### src/rtl/burst_stat_pkg.sv
package burst_stat_pkg;

    localparam int CNT_W  = 6;
    localparam int STAT_W = 24;

    localparam int RC_LSB      = 16;
    localparam int BIT_TIMEOUT = 0;
    localparam int BIT_RETRY   = 1;
    localparam int BIT_DISC    = 2;
    localparam int BIT_TABORT  = 4;
    localparam int BIT_MABORT  = 5;

    typedef logic [CNT_W-1:0]  phase_cnt_t;
    typedef logic [STAT_W-1:0] stat_word_t;

    typedef enum logic [2:0] {
        TC_NORMAL  = 3'd0,
        TC_RETRY   = 3'd1,
        TC_DISC    = 3'd2,
        TC_TABORT  = 3'd3,
        TC_MABORT  = 3'd4,
        TC_TIMEOUT = 3'd5,
        TC_RSV6    = 3'd6,
        TC_RSV7    = 3'd7
    } term_cause_e;

    typedef struct packed {
        term_cause_e cause;
        logic        cnt_en;
        phase_cnt_t  outstanding;
    } term_evt_t;

    function automatic logic cause_known(term_cause_e c);
        return (c != TC_RSV6) && (c != TC_RSV7);
    endfunction

    function automatic stat_word_t pack_status(term_evt_t e);
        stat_word_t w;
        phase_cnt_t rc;
        w  = '0;
        rc = '0;
        if (e.cnt_en && (e.cause != TC_NORMAL) && (e.outstanding != '0))
            rc = e.outstanding - phase_cnt_t'(1);
        w[RC_LSB +: CNT_W] = rc;
        case (e.cause)
            TC_RETRY:   w[BIT_RETRY]   = 1'b1;
            TC_DISC:    w[BIT_DISC]    = 1'b1;
            TC_TABORT:  w[BIT_TABORT]  = 1'b1;
            TC_MABORT:  w[BIT_MABORT]  = 1'b1;
            TC_TIMEOUT: w[BIT_TIMEOUT] = 1'b1;
            default:    ;
        endcase
        return w;
    endfunction

endpackage

### src/rtl/burst_phase_ctr.sv
module burst_phase_ctr
    import burst_stat_pkg::*;
(
    input  logic       clk,
    input  logic       rst,
    input  logic       load_i,
    input  phase_cnt_t len_i,
    input  logic       dec_i,
    output phase_cnt_t outst_o
);

    phase_cnt_t cnt_q;
    logic       step;

    assign step    = dec_i && (cnt_q != '0);
    assign outst_o = step ? cnt_q - phase_cnt_t'(1) : cnt_q;

    always_ff @(posedge clk) begin
        if (rst)
            cnt_q <= '0;
        else if (load_i)
            cnt_q <= len_i;
        else if (step)
            cnt_q <= cnt_q - phase_cnt_t'(1);
    end

endmodule

### src/rtl/burst_stat_fmt.sv
module burst_stat_fmt
    import burst_stat_pkg::*;
(
    input  logic [2:0] cause_i,
    input  logic       cnt_en_i,
    input  phase_cnt_t outst_i,
    output logic       known_o,
    output stat_word_t word_o
);

    term_evt_t evt;

    always_comb begin
        evt.cause       = term_cause_e'(cause_i);
        evt.cnt_en      = cnt_en_i;
        evt.outstanding = outst_i;
        known_o         = cause_known(evt.cause);
        word_o          = pack_status(evt);
    end

endmodule

### src/rtl/burst_stat_tracker.sv
module burst_stat_tracker
    import burst_stat_pkg::*;
(
    input  logic                 clk,
    input  logic                 rst,
    input  logic                 start_i,
    input  logic [CNT_W-1:0]     burst_len_i,
    input  logic                 cnt_en_i,
    input  logic                 master_i,
    input  logic                 phase_done_i,
    input  logic                 term_valid_i,
    input  logic [2:0]           term_cause_i,
    output logic [STAT_W-1:0]    status_o
);

    phase_cnt_t outst;
    stat_word_t next_word;
    logic       known;
    logic       capture;
    stat_word_t stat_q;

    burst_phase_ctr u_ctr (
        .clk     (clk),
        .rst     (rst),
        .load_i  (start_i),
        .len_i   (burst_len_i),
        .dec_i   (phase_done_i),
        .outst_o (outst)
    );

    burst_stat_fmt u_fmt (
        .cause_i  (term_cause_i),
        .cnt_en_i (cnt_en_i),
        .outst_i  (outst),
        .known_o  (known),
        .word_o   (next_word)
    );

    assign capture = term_valid_i && master_i && known;

    always_ff @(posedge clk) begin
        if (rst)
            stat_q <= '0;
        else if (capture)
            stat_q <= next_word;
    end

    assign status_o = stat_q;

endmodule

### config.mk
export PLATFORM = sky130hd
export DESIGN_NAME = burst_stat_tracker
export DESIGN_NICKNAME = d
export VERILOG_FILES = /design/src/rtl/burst_stat_pkg.sv /design/src/rtl/burst_phase_ctr.sv /design/src/rtl/burst_stat_fmt.sv /design/src/rtl/burst_stat_tracker.sv
export SDC_FILE = /design/constraint.sdc
export NUM_CORES = 1
export LEC_CHECK = 0
export CORE_UTILIZATION = 53
export CTS_BUF_LIST = sky130_fd_sc_hd__clkbuf_4
export DETAILED_ROUTE_END_ITERATION = 12
export HOLD_SLACK_MARGIN = 0.02
export PLACE_DENSITY = 0.93
export SLEW_MARGIN = 20
export SYNTH_ARGS = -nofsm -noshare
export SYNTH_HDL_FRONTEND = slang
export SYNTH_HIERARCHICAL = 1
export SYNTH_SLANG_ARGS = --single-unit
### constraint.sdc
create_clock -name clk -period 3.1 [get_ports clk]
set_input_delay 0.31 -clock clk [delete_from_list [all_inputs] [get_ports clk]]
set_output_delay 0.31 -clock clk [all_outputs]
set_load 0.02 [all_outputs]
After elaboration in Yosys (flattened, before gate mapping)
Cells that the tools add are included.

Reductions and logical operators: 9. Add/sub/neg operators: 2. Eq/ne operators: 7. Multiplexer cells: 8.

Operators with widths (number): $mux 6 (3); $reduce_bool 6->1 (2); $sub 6x1->6 const B (2); $eq 3x2->1 const B (2); $eq 3x3->1 const B (2); $logic_and 1x1->1 (6); $ne 3x3->1 const B (2); $mux 1 (5); $eq 3x1->1 const B (1); $reduce_bool 3->1 (1).

Register bits after elaboration: 17. Output and inout bits: 24. Bits of input ports: 16.

Logic depth before layout (Yosys ltp)
Depth after elaboration: 6. Depth in mapped cells: 12.

Cells and area by module
The synthesis kept the hierarchy.

Modules (own cells, without submodules): burst_stat_tracker (cells each 105, area each 1098.6 um^2, instances 1, sequential area each 480.5 um^2); burst_phase_ctr (cells each 58, area each 451.7 um^2, instances 1, sequential area each 120.1 um^2); burst_stat_fmt (cells each 40, area each 296.5 um^2, instances 1, sequential area each 0.0 um^2).

Worst setup path after synthesis
Ideal clock, no wire load.

Path type: reg-to-reg. Start point: register u_ctr.cnt_q[0]. End point: register stat_q[21], in the netlist status_o[21]. Stages on the path, launching flop included: 11. Setup slack: 0.803 ns. Arrival: 2.225 ns. Library setup time: 0.072 ns. Cells stage by stage: dfxtp_1 > inv_1 > ha_1 > nor2b_1 > a211oi_1 > or2_1 > or3_4 > or4_4 > a21oi_2 > nand2b_1 > mux2i_1.

Longest elaborated chain between the ends: 6.

Ends and longest elaborated chain: from (decl) (line burst_phase_ctr.sv:12) `phase_cnt_t cnt_q;`; from (signal assigned) (line burst_phase_ctr.sv:22) `cnt_q <= len_i;`; from (signal assigned) (line burst_phase_ctr.sv:24) `cnt_q <= cnt_q - phase_cnt_t'(1);`; parallel branches: the longest is 2 deep, another holds $sub 6x1->6; $mux 6 * (line burst_phase_ctr.sv:16) `assign outst_o = step ? cnt_q - phase_cnt_t'(1) : cnt_q;`; net outst[2] (line burst_stat_tracker.sv:16) `phase_cnt_t outst;`; parallel branches: the longest is 2 deep, another holds $sub 6x1->6; $mux 6 * (line burst_stat_pkg.sv:42) `if (e.cnt_en && (e.cause != TC_NORMAL) && (e.outstanding != '0))`; net next_word[21] (line burst_stat_tracker.sv:17) `stat_word_t next_word;`; to (signal assigned) (line burst_stat_tracker.sv:45) `stat_q <= next_word;`; to (decl) (line burst_stat_tracker.sv:20) `stat_word_t stat_q;`.

Mark *: on every way through the listed nets, which the timed path passes. A chain may end at the register's enable or synchronous reset.

Worst setup path in the final report
Start point: register u_ctr.cnt_q[0]. End point: register stat_q[19], in the netlist status_o[19].

Same word-level chain as after synthesis.

==> run_results.csv <==
group,metric,value,unit
power_and_ir_drop,combPwrFrac,24.6,%
worst_setup_path,critPathKind,"reg -> reg",
logic_synthesis,synth_edf_count,0,
power_and_ir_drop,power.internal,689,uW
drt,ant_nets,0,
drt,viasPerCell,5.01,
cts,insertion_delay,330,ps
cts,clockBufferDepth,2,
cells_and_area,fillers,290,
sta,finalCriticalPeriod,2610,ps
drt,drtPass1Iterations,4,
grt,busiest_layer,"met2",
placement,gp_congestion,0.939,
sta,relSlewSlack,62.8,%
logic_synthesis,synth_area_leader_cell,"dfxtp_1",
sta,hold_slack,476,ps
grt,grt_use_total,18.8,%
grt,use_met2,33.5,%
power_and_ir_drop,p_leak,0.873,nW
power_and_ir_drop,powerDensity,426,nW/um2
cts,cts.sinks,30,
sta,tns,0,ps
power_and_ir_drop,swShare,28.3,%
cells_and_area,area_growth,22.2,%
sta,fmax,383,MHz
cts,cts.clk_slew.worst_paths,100,ps
worst_setup_path,slowest_stage,"or4b_1",
cells_and_area,final_cell_mix,"nand2b_1, clkdlybuf4s50_1, dfxtp_1",
grt,overflow,0,
placement,io_buffer_count,39,
drt,num_vias,1437,
sta,hold_viol,0,
die,ios,40,
drt,drt-initial-drc-count,49,
worst_setup_path,crit_path_end_kind,"flop",
die,std_cell_rows,21,
logic_synthesis,synth.top_cell.area_share,32.5,%
sta,drv_slew,0,
cells_and_area,finalNetCount,260,
cts,cts_max_level,2,
cells_and_area,layout_commonest_cell,"nand2b_1",
logic_synthesis,ys_warn_count,6,
logic_synthesis,synthArstFlopShare,0,%
grt,use_met1,21.7,%
grt,grt_pass1_vias,1219,
power_and_ir_drop,switchingPower,272,uW
sta,finalCritPeriodShare,84.2,%
logic_synthesis,yosysSeqAreaShare,32.5,%
worst_setup_path,worstPathCellList,"inv_1, ha_1, nor2b_1, a2111oi_0, or2_1, or4b_1, o21ai_2, nor2_1, nand2b_1, mux2i_1",
grt,antenna_found_initial,0,
die,die_area,3720,um2
logic_synthesis,netlist_area,1850,um2
outcome,status,"finished clean",
job,maxCapViolations,0,
logic_synthesis,netlist_top_cells_area,"dfxtp_1, nand2b_1, mux2i_1, buf_4, ha_1",
cts,numCtsBuffers,5,
sta,grt_setup_unrepaired,"false",
cts,cts_tree,"done",
cts,clockRootBuffer,"clkbuf_4",
logic_synthesis,synthCells,203,
die,start_util,55.3,%
drt,wire_per_inst,11.2,um
sta,worst_pin_slew,544,ps
worst_hold_path,hp-class,"reg -> reg",
power_and_ir_drop,ir_worst_vdd,332,uV
grt,grt_max_degree,50,
power_and_ir_drop,clockPowerShare,31.8,%
logic_synthesis,ys_ff_latch,30,
worst_setup_path,crit_arrival,2830,ps
grt,grt_pass1_wl,5.19,mm
die,fp.coreArea,3340,um2
drt,wirelength,3.20,mm
sta,setup_viol,0,
cts,cts_setup_buffers,0,
die,die_h,61.0,um
grt,use_met3,5.46,%
logic_synthesis,avgSynthCellArea,9.10,um2
sta,skew,5.95,ps
cells_and_area,fin_util,67.6,%
die,chipWidth,61.0,um
worst_setup_path,path_max_fanout,6,
worst_setup_path,cpPeakStageDelay,510,ps
power_and_ir_drop,pwr-share-seq,43.6,%
logic_synthesis,synth.distinct_cells,45,
worst_setup_path,required,3320,ps
cts,cts_resized,0,
drt,drc,0,
placement,dpl.hpwl,2.23,mm
cells_and_area,diodes,0,
cells_and_area,drive_above_1_share,7.05,%
logic_synthesis,synth_ff_type,"dfxtp_1",
cts,cts_hold_buf,0,
worst_setup_path,startpoint_type,"flop",
-- flip-flops by register name, summed over array words and instances (netlist names) --
signal       count
u_ctr/cnt_q      6
status_o        24
-- power groups by stage --
stage	Combinational [mW]	Sequential [mW]	Clock, mW
2_1_floorplan	0.168	0.440	0
3_3_place_gp	0.228	0.427	0
3_5_place_dp	0.232	0.427	0
4_1_cts	0.236	0.419	0.319
5_1_grt	0.261	0.422	0.334
6_report	0.236	0.419	0.306
-- synth_stat cells (2+ instances only) --
master    count
and3b_1       2
mux2i_1      24
nand2_1       6
nand3b_1      2
or4_4         2
buf_12        2
dfxtp_1      30
nor2_1       11
nand2b_1     50
a21oi_1       3
ha_1          4
o31a_1        3
clkbuf_1      4
o21ai_1       2
buf_1         2
nor3_1        3
buf_4        13
xnor2_1       3
or2_1         2
nor3b_1       4
inv_1         7
-- logic make-up (layout without fill, tap and decap cells) --
group / after synthesis / after routing / share of synthesized area (%)
and+or+nand+nor: 90 / 90 / 30.0
AOI/OAI and AO/OA: 20 / 20 / 8.67
buffers and inverters: 30 / 56 / 11.0
other: 1 / 13 / 0.203
xor gates and xnor gates: 4 / 4 / 1.90
muxes: 24 / 24 / 13.0
adders and majority gates: 4 / 4 / 2.71
DFF: 30 / 30 / 32.5
-- worst paths after layout --
kind             startpoint            to  slack [ps]  cells after the start
max          u_ctr/cnt_q[0]  status_o[19]         490                     10
min            status_o[18]  status_o[18]         480                      2
max reg2reg  u_ctr/cnt_q[0]  status_o[19]         490                     10
min reg2reg    status_o[18]  status_o[18]         480                      2
-- layout make-up --
type	count	area (um2)	area share (%)
multi-input cells	155	1090	48.3
flip-flops and latches	30	601	26.6
repair buffers	41	405	18.0
well taps	46	57.6	2.55
clock inverters	3	40.0	1.77
clock buffers	5	37.5	1.66
inverters	7	26.3	1.16
-- worst max-delay path, delay by kind of cell (launching register included) --
family | cells | cell delay [ps]
and+or+nand+nor | 5 | 1310
muxes | 1 | 60
buffers and inverters | 1 | 110
adders and majority gates | 1 | 200
DFF | 1 | 360
AOI/OAI and AO/OA | 2 | 460
-- per-layer routing --
| layer | part of all wire [%] | wire [um] |
|---|---|---|
| met1 | 46 | 1470 |
| met2 | 48 | 1540 |
| met3 | 5.2 | 168 |
| met4 | 0.84 | 27 |
| met5 | 0 | 0 |
-- through the flow --
step / total power, mW / setup WS (ps) / cells / cell area [um2]
after floorplan: 0.608 / 803 / 215 / 1890
after global placement: 0.655 / 238 / 279 / 2180
after detailed placement: 0.659 / 175 / 279 / 2180
after CTS: 0.973 / 532 / 287 / 2260
after global routing: 1.02 / 289 / 287 / 2260
final: 0.961 / 490 / 287 / 2260
(Power assumes the default switching activity.)
